`src/rtl/edma_trk_pkg.sv`:
```
package edma_trk_pkg;
  localparam int REGION_LSB  = 26;
  localparam int REGION_W    = 3;
  localparam logic [REGION_W-1:0] REGION_POST = 3'd5;
  localparam int RING_LSB    = 3;
  localparam int WD_IDX_LSB  = 0;
  localparam int WD_CNT_LSB  = 16;
  localparam int WD_GEN_BIT  = 32;
  localparam int DATA_W      = 64;
endpackage

```
`src/rtl/edma_ring_store.sv`:
```
module edma_ring_store #(
  parameter int W   = 16,
  parameter int AW  = 5,
  parameter int NRD = 2,
  parameter logic [W-1:0] RST_VAL = '0
) (
  input  logic                    clk,
  input  logic                    rst,
  input  logic                    we,
  input  logic [AW-1:0]           waddr,
  input  logic [W-1:0]            wdata,
  input  logic [NRD-1:0][AW-1:0]  raddr,
  output logic [NRD-1:0][W-1:0]   rdata
);
  localparam int DEPTH = 1 << AW;

  logic [W-1:0] mem [DEPTH];

  always_ff @(posedge clk) begin
    if (rst) begin
      for (int i = 0; i < DEPTH; i++) mem[i] <= RST_VAL;
    end else if (we) begin
      mem[waddr] <= wdata;
    end
  end

  for (genvar g = 0; g < NRD; g++) begin : g_rd
    assign rdata[g] = mem[raddr[g]];
  end
endmodule

```
`src/rtl/edma_ring_add.sv`:
```
module edma_ring_add #(
  parameter int W      = 16,
  parameter int LOG2_W = 4
) (
  input  logic [W-1:0]      base,
  input  logic [W-1:0]      add,
  input  logic [LOG2_W-1:0] log2,
  output logic [W-1:0]      res,
  output logic              wrap,
  output logic              over
);
  localparam int SW = W + 1;

  logic [SW-1:0] size, mask, base_m, sum;

  always_comb begin
    size   = SW'(1) << log2;
    mask   = size - SW'(1);
    base_m = {1'b0, base} & mask;
    sum    = base_m + {1'b0, add};
    wrap   = (sum >= size);
    over   = ({1'b0, add} > size);
    res    = W'(sum & mask);
  end
endmodule

```
`src/rtl/edma_addr_dec.sv`:
```
module edma_addr_dec
  import edma_trk_pkg::*;
#(
  parameter int ADDR_W = 40,
  parameter int RING_W = 5
) (
  input  logic [ADDR_W-1:0] addr,
  output logic              hit,
  output logic [RING_W-1:0] ring
);
  logic unused_addr;
  assign unused_addr = ^addr;
  assign hit  = (addr[REGION_LSB +: REGION_W] == REGION_POST);
  assign ring = addr[RING_LSB +: RING_W];
endmodule

```
`src/rtl/edma_ring_tracker.sv`:
```
module edma_ring_tracker
  import edma_trk_pkg::*;
#(
  parameter int ADDR_W   = 40,
  parameter int RING_W   = 5,
  parameter int IDX_W    = 16,
  parameter int CNT_W    = 16,
  parameter int MAX_LOG2 = 12,
  parameter int LOG2_W   = $clog2(MAX_LOG2 + 1)
) (
  input  logic              clk,
  input  logic              rst,
  input  logic              mmio_wr,
  input  logic              mmio_rd,
  input  logic [ADDR_W-1:0] mmio_addr,
  input  logic [63:0]       mmio_wdata,
  output logic              rd_valid,
  output logic [63:0]       rd_data,
  output logic              post_err,
  output logic              fetch_req,
  output logic [RING_W-1:0] fetch_ring,
  output logic [IDX_W-1:0]  fetch_tail,
  output logic              fetch_gen,
  input  logic              adv_valid,
  input  logic [RING_W-1:0] adv_ring,
  input  logic [IDX_W-1:0]  adv_num,
  input  logic              cmp_valid,
  input  logic [RING_W-1:0] cmp_ring,
  input  logic [CNT_W-1:0]  cmp_num,
  input  logic              flush_wr,
  input  logic [RING_W-1:0] flush_ring,
  input  logic              flush_val,
  input  logic              cfg_wr,
  input  logic [RING_W-1:0] cfg_ring,
  input  logic [LOG2_W-1:0] cfg_log2
);
  localparam int NRING = 1 << RING_W;
  localparam int PW    = IDX_W + 1;
  localparam logic [LOG2_W-1:0] LOG2_MAX = LOG2_W'(MAX_LOG2);

  // decode
  logic              hit;
  logic [RING_W-1:0] ring_sel;
  edma_addr_dec #(.ADDR_W(ADDR_W), .RING_W(RING_W)) u_dec (
    .addr(mmio_addr), .hit(hit), .ring(ring_sel)
  );

  logic unused_wdata;
  assign unused_wdata = ^mmio_wdata[DATA_W-1:WD_GEN_BIT+1];

  logic [IDX_W-1:0] p_idx;
  logic [IDX_W-1:0] p_cnt;
  logic             p_gen;
  assign p_idx = mmio_wdata[WD_IDX_LSB +: IDX_W];
  assign p_cnt = IDX_W'(mmio_wdata[WD_CNT_LSB +: CNT_W]);
  assign p_gen = mmio_wdata[WD_GEN_BIT];

  logic wr_go, rd_go;
  assign wr_go = mmio_wr & hit;
  assign rd_go = mmio_rd & hit;

  // ring size store: port 0 post ring, port 1 advance ring
  logic [LOG2_W-1:0]             cfg_sat;
  logic [1:0][RING_W-1:0]        sz_ra;
  logic [1:0][LOG2_W-1:0]        sz_rd;
  assign cfg_sat  = (cfg_log2 > LOG2_MAX) ? LOG2_MAX : cfg_log2;
  assign sz_ra[0] = ring_sel;
  assign sz_ra[1] = adv_ring;

  edma_ring_store #(.W(LOG2_W), .AW(RING_W), .NRD(2), .RST_VAL(LOG2_MAX)) u_size (
    .clk(clk), .rst(rst), .we(cfg_wr), .waddr(cfg_ring), .wdata(cfg_sat),
    .raddr(sz_ra), .rdata(sz_rd)
  );

  // post path
  logic [IDX_W-1:0] p_tail;
  logic             p_wrap, p_over;
  edma_ring_add #(.W(IDX_W), .LOG2_W(LOG2_W)) u_post_add (
    .base(p_idx), .add(p_cnt), .log2(sz_rd[0]),
    .res(p_tail), .wrap(p_wrap), .over(p_over)
  );

  logic [0:0][RING_W-1:0] tl_ra;
  logic [0:0][PW-1:0]     tl_rd;
  logic                   tl_we;
  logic [RING_W-1:0]      tl_wa;
  logic [PW-1:0]          tl_wd;
  assign tl_ra[0] = ring_sel;

  logic             p_zero, post_ok, err_ev;
  logic [IDX_W-1:0] f_tail;
  logic             f_gen;

  always_comb begin
    p_zero  = (p_cnt == '0);
    post_ok = wr_go & ~cfg_wr & ~p_over;
    err_ev  = wr_go & ~cfg_wr & p_over;
    if (p_zero) begin
      f_tail = tl_rd[0][IDX_W-1:0];
      f_gen  = tl_rd[0][IDX_W];
    end else begin
      f_tail = p_tail;
      f_gen  = p_gen ^ p_wrap;
    end
    tl_we = cfg_wr | (post_ok & ~p_zero);
    tl_wa = cfg_wr ? cfg_ring : ring_sel;
    tl_wd = cfg_wr ? '0 : {f_gen, f_tail};
  end

  edma_ring_store #(.W(PW), .AW(RING_W), .NRD(1)) u_tail (
    .clk(clk), .rst(rst), .we(tl_we), .waddr(tl_wa), .wdata(tl_wd),
    .raddr(tl_ra), .rdata(tl_rd)
  );

  // head path: port 0 advance ring, port 1 read ring
  logic [1:0][RING_W-1:0] hd_ra;
  logic [1:0][PW-1:0]     hd_rd;
  logic                   hd_we;
  logic [RING_W-1:0]      hd_wa;
  logic [PW-1:0]          hd_wd;
  logic [IDX_W-1:0]       h_new;
  logic                   h_wrap, h_over;
  assign hd_ra[0] = adv_ring;
  assign hd_ra[1] = ring_sel;

  edma_ring_add #(.W(IDX_W), .LOG2_W(LOG2_W)) u_head_add (
    .base(hd_rd[0][IDX_W-1:0]), .add(adv_num), .log2(sz_rd[1]),
    .res(h_new), .wrap(h_wrap), .over(h_over)
  );

  logic unused_h_over;
  assign unused_h_over = h_over;

  always_comb begin
    hd_we = cfg_wr | adv_valid;
    hd_wa = cfg_wr ? cfg_ring : adv_ring;
    hd_wd = cfg_wr ? '0 : {hd_rd[0][IDX_W] ^ h_wrap, h_new};
  end

  edma_ring_store #(.W(PW), .AW(RING_W), .NRD(2)) u_head (
    .clk(clk), .rst(rst), .we(hd_we), .waddr(hd_wa), .wdata(hd_wd),
    .raddr(hd_ra), .rdata(hd_rd)
  );

  // processed count and flush bits: port 0 completion ring, port 1 read ring
  logic [NRING-1:0]       flush_q;
  logic [1:0][RING_W-1:0] ct_ra;
  logic [1:0][CNT_W-1:0]  ct_rd;
  logic                   ct_we, fl_fall;
  logic [RING_W-1:0]      ct_wa;
  logic [CNT_W-1:0]       ct_wd;
  assign ct_ra[0] = cmp_ring;
  assign ct_ra[1] = ring_sel;

  always_comb begin
    fl_fall = ~cfg_wr & flush_wr & flush_q[flush_ring] & ~flush_val;
    ct_we   = cfg_wr | fl_fall | cmp_valid;
    if (cfg_wr) begin
      ct_wa = cfg_ring;
      ct_wd = '0;
    end else if (fl_fall) begin
      ct_wa = flush_ring;
      ct_wd = '0;
    end else begin
      ct_wa = cmp_ring;
      ct_wd = ct_rd[0] + cmp_num;
    end
  end

  edma_ring_store #(.W(CNT_W), .AW(RING_W), .NRD(2)) u_count (
    .clk(clk), .rst(rst), .we(ct_we), .waddr(ct_wa), .wdata(ct_wd),
    .raddr(ct_ra), .rdata(ct_rd)
  );

  always_ff @(posedge clk) begin
    if (rst) begin
      flush_q <= '0;
    end else if (cfg_wr) begin
      flush_q[cfg_ring] <= 1'b0;
    end else if (flush_wr) begin
      flush_q[flush_ring] <= flush_val;
    end
  end

  // registered outputs
  always_ff @(posedge clk) begin
    if (rst) begin
      fetch_req  <= 1'b0;
      fetch_ring <= '0;
      fetch_tail <= '0;
      fetch_gen  <= 1'b0;
      post_err   <= 1'b0;
      rd_valid   <= 1'b0;
      rd_data    <= '0;
    end else begin
      fetch_req <= post_ok;
      post_err  <= err_ev;
      rd_valid  <= rd_go;
      if (post_ok) begin
        fetch_ring <= ring_sel;
        fetch_tail <= f_tail;
        fetch_gen  <= f_gen;
      end
      if (rd_go) begin
        rd_data <= '0;
        rd_data[WD_IDX_LSB +: IDX_W] <= hd_rd[1][IDX_W-1:0];
        rd_data[WD_CNT_LSB +: CNT_W] <= ct_rd[1];
        rd_data[WD_GEN_BIT]          <= hd_rd[1][IDX_W];
      end
    end
  end
endmodule

```
`config.mk`:
```
export PLATFORM = sky130hd
export DESIGN_NAME = edma_ring_tracker
export DESIGN_NICKNAME = d
export VERILOG_FILES = /design/src/rtl/edma_trk_pkg.sv /design/src/rtl/edma_ring_store.sv /design/src/rtl/edma_ring_add.sv /design/src/rtl/edma_addr_dec.sv /design/src/rtl/edma_ring_tracker.sv
export SDC_FILE = /design/constraint.sdc
export NUM_CORES = 2
export LEC_CHECK = 0
export CORE_UTILIZATION = 39
export DETAILED_ROUTE_END_ITERATION = 10
export GPL_ROUTABILITY_DRIVEN = 0
export PLACE_DENSITY_LB_ADDON = 0.12
export SLEW_MARGIN = 5
export SYNTH_ARGS = -nofsm -noshare
export SYNTH_HDL_FRONTEND = slang
export SYNTH_HIERARCHICAL = 1
export SYNTH_SLANG_ARGS = --single-unit
```
`constraint.sdc`:
```
create_clock -name clk -period 11 [get_ports clk]
set_input_delay 2.75 -clock clk [delete_from_list [all_inputs] [get_ports clk]]
set_output_delay 2.75 -clock clk [all_outputs]
set_load 0.02 [all_outputs]
```
==> impl_results.md <==
- Routed metal-1 wirelength: 147.0 mm
- FMAX: between 100 and 150 MHz
- DRT antenna net count: 0
- Vias/cell: around 5.7
- Crit-path max cell delay: about 700 ps
- CTS tree: built
- Max Used Layer: met5
- Total vias in the final route: about 67k
- Clock sink count: about 1.8k
- Clock-pin slew on the worst setup and hold paths: roughly 60 ps
- Worst path required time: 11590 ps
- CP Buf/Inv Count: 3
- Int Pwr: approximately 13 mW
- Finished Layout Cells: roughly 12k
- Final clock period utilization by the worst path: a little over four fifths
- Synth warn: 6
- Crit path arrival time: just under 10000 ps
- Reg-to-reg startpoint: u_size/mem[28][0]
- Initial antenna violation count: 18
- Vias in the first global route: roughly 65k
- Worst Hold Class: flop to flop
- Max-cap violations: 0
- Chip height: about 500 µm
- Status: finished, violations left
- Lkg Pwr: between 40 and 50 nW
- Sw Pwr: between 4 and 5 mW
- # fillers: 23.45k
- Core Util, Final: a little over two fifths
- Drt wl/cell: ~29 µm
- Tot GR Track Use: between 20% and 30%
- CTS Hold Bufs: 0
- Post_cts resized: 0
- Overflow after GRT: 0
- Cells after Synth: ~8.3k
- Fin area: 111100 µm²
- Switch share: 28.27%
- Violated checks: slew limit
- Combinational share of power: about 16%
- Setup repair after global routing missed its margin: no
- Seq pwr share: approximately 46%
- Row count: around 190
- Endpoints failing hold: 0
- Worst Setup EP: u_tail/mem[14][16]
- Met2 WL: approximately 160 mm
- Slew margin rel.: -138.4%
- Iteration-0 DRC Markers: slightly below 6k
- Core Footprint: ~260000 µm²
- DRT Pass-1 Iters: 7
- Min Tclk post-route: 9334 ps
- Worst Max-Slew Pin Slew: between 3000 and 4000 ps
- Reg2Reg Depth: 27
- Fraction of layout cells with a size suffix above 1: between 10 and 15%
- Final HPWL DP: about 210 mm
- Drt drc: 0
- Synthesized area per cell: approximately 12 µm²
- Worst-path fanout max: 34
- Final setup vio count: 0
- Slowest library cell on the worst path: buf_2
- Htree depth: 4
- I/O pins: around 260
- Met3 wire len: 18.68 mm
- Layout Nets: 8434
- CP top delay family: compound AO/OA/AOI/OAI gates
- Largest net degree at the start of global routing: approximately 110
- Dpl cells: 11.32k
- DP Area: 104500 µm²
- First-pass GRT wire length: approximately 480 mm
- Area of the multi-input gates: 43100 µm²
- Clock power share: 38.8%
- Routed WL: ~340 mm
- Area grow syn2layout: 10.64%
- Initial core utilization: approximately two fifths
- Max VDD drop: 0.1342 mV
- Setup TNS Final: 0 ps
- Skew final: between 50 and 60 ps
- Worst-skew pair later-pin latency: 890 ps
- R2r endpoint: u_tail/mem[14][16]
- Pwr per Cell Area: around 160 nW/µm²
- Die area: approximately 260000 µm²
- CP endpoint kind: flop
- Die Wd: around 500 µm
- Clk buf depth: 3
- Root Driver: clkbuf_16
- FF/Latch Area: 53690 µm²
- WS Path Type: primary input to flop
- Final Hold Slack: roughly 460 ps
- Pins Over Slew Limit: 33
- Startpoint Class: primary input
- Num CTS Buffers: 208
- Crit. Startpoint: mmio_addr[5]
- Crit path depth: 28
- Reg2Reg Setup Slack: ~3800 ps
- Post-CTS Setup Bufs: 0
- Mapped Area: 100400 µm²
- # port buffers: about 160
==> per-layer routing <==
metal | GRT usage, % | vias up
met4 | 9.600 | 4
met2 | 41.38 | 2066
met5 | 0 | -
met1 | 34.57 | 34020
li1 | - | 30230
met3 | 3.563 | 474
==> cell usage in the layout (no fill, tap or decap), drive strengths merged, types with 43 or more instances in the layout <==
master and count:
clkdlybuf4s50 150, ha 99, nor2b 69, a22o 165, a31oi 86, inv 44, or3 76, and3 50
nor2 212, a22oi 333, edfxtp 1728, buf 216, a21o 43, o21ai 50, clkbuf 267, and2 1665
mux2i 1354, nand3 200, a21oi 286, dfxtp 90, nand2 347, mux4 80, nor3 101, or2 126
nand4 93, clkinv 93
==> registers in the layout (all words and copies together), names as in the netlist <==
signal       flops
fetch_req        1
rd_valid         1
u_tail/mem     544
fetch_gen        1
u_size/mem     128
u_count/mem    512
post_err         1
u_head/mem     544
rd_data         33
fetch_ring       5
fetch_tail      16
flush_q         32
==> final cells by class <==
cell class              instances  area share, %
inverters                      39         0.1318
diodes                         22        0.04956
repair buffers                366          2.973
clock buffers                 267          5.033
clock inverters               117         0.8976
well taps                    3366          3.791
multi-input cells            5730          38.79
flip-flops and latches       1818          48.33
==> per-stage QoR <==
step	total power, mW	setup slack [ps]
final	17.44	1666
after global placement	10.76	886.6
after detailed placement	10.79	913.2
after CTS	17.55	1793
after floorplan	9.701	1804
after global routing	18.01	1091
==> worst min-delay path by stage <==
stage,start,endpoint,slack [ps],cells after the start
floorplan,flush_q[20],flush_q[20],450,2
global placement,rd_data[7],rd_data[7],450,2
detailed placement,fetch_ring[2],fetch_ring[2],450,2
CTS,fetch_ring[2],fetch_ring[2],460,2
global route,rd_data[25],rd_data[25],470,2
finish,rd_data[25],rd_data[25],460,2
==> power by group through the flow <==
stage | Combinational (mW) | Clock [mW] | Sequential [mW]
after floorplan | 1.66 | 0 | 8.04
after global placement | 2.71 | 0 | 8.06
after detailed placement | 2.72 | 0 | 8.07
after CTS | 2.73 | 6.90 | 7.92
after global routing | 2.91 | 7.15 | 7.95
final | 2.75 | 6.76 | 7.93
==> worst reg2reg max path: stages, from the launching register on <==
cell      delay [ps]
edfxtp_1         410
mux4_2           520
mux4_2           540
mux2_2           440
nor4_1           380
inv_1            110
ha_1             370
nor3_1           240
a21oi_1           50
o21ai_0          300
and2_1           190
ha_1             290
o21ai_0          290
a211oi_1         140
o21ai_1          180
a31oi_1          140
nor2_1           210
xnor2_1          150
ha_1             270
a21o_1           170
a211oi_1         230
o21ai_0          120
a211o_1          310
xor2_1           170
mux2i_1          240
nor2_2            50
buf_4            240
and2_1           190
Note: power is estimated with default switching activity, not from simulation.
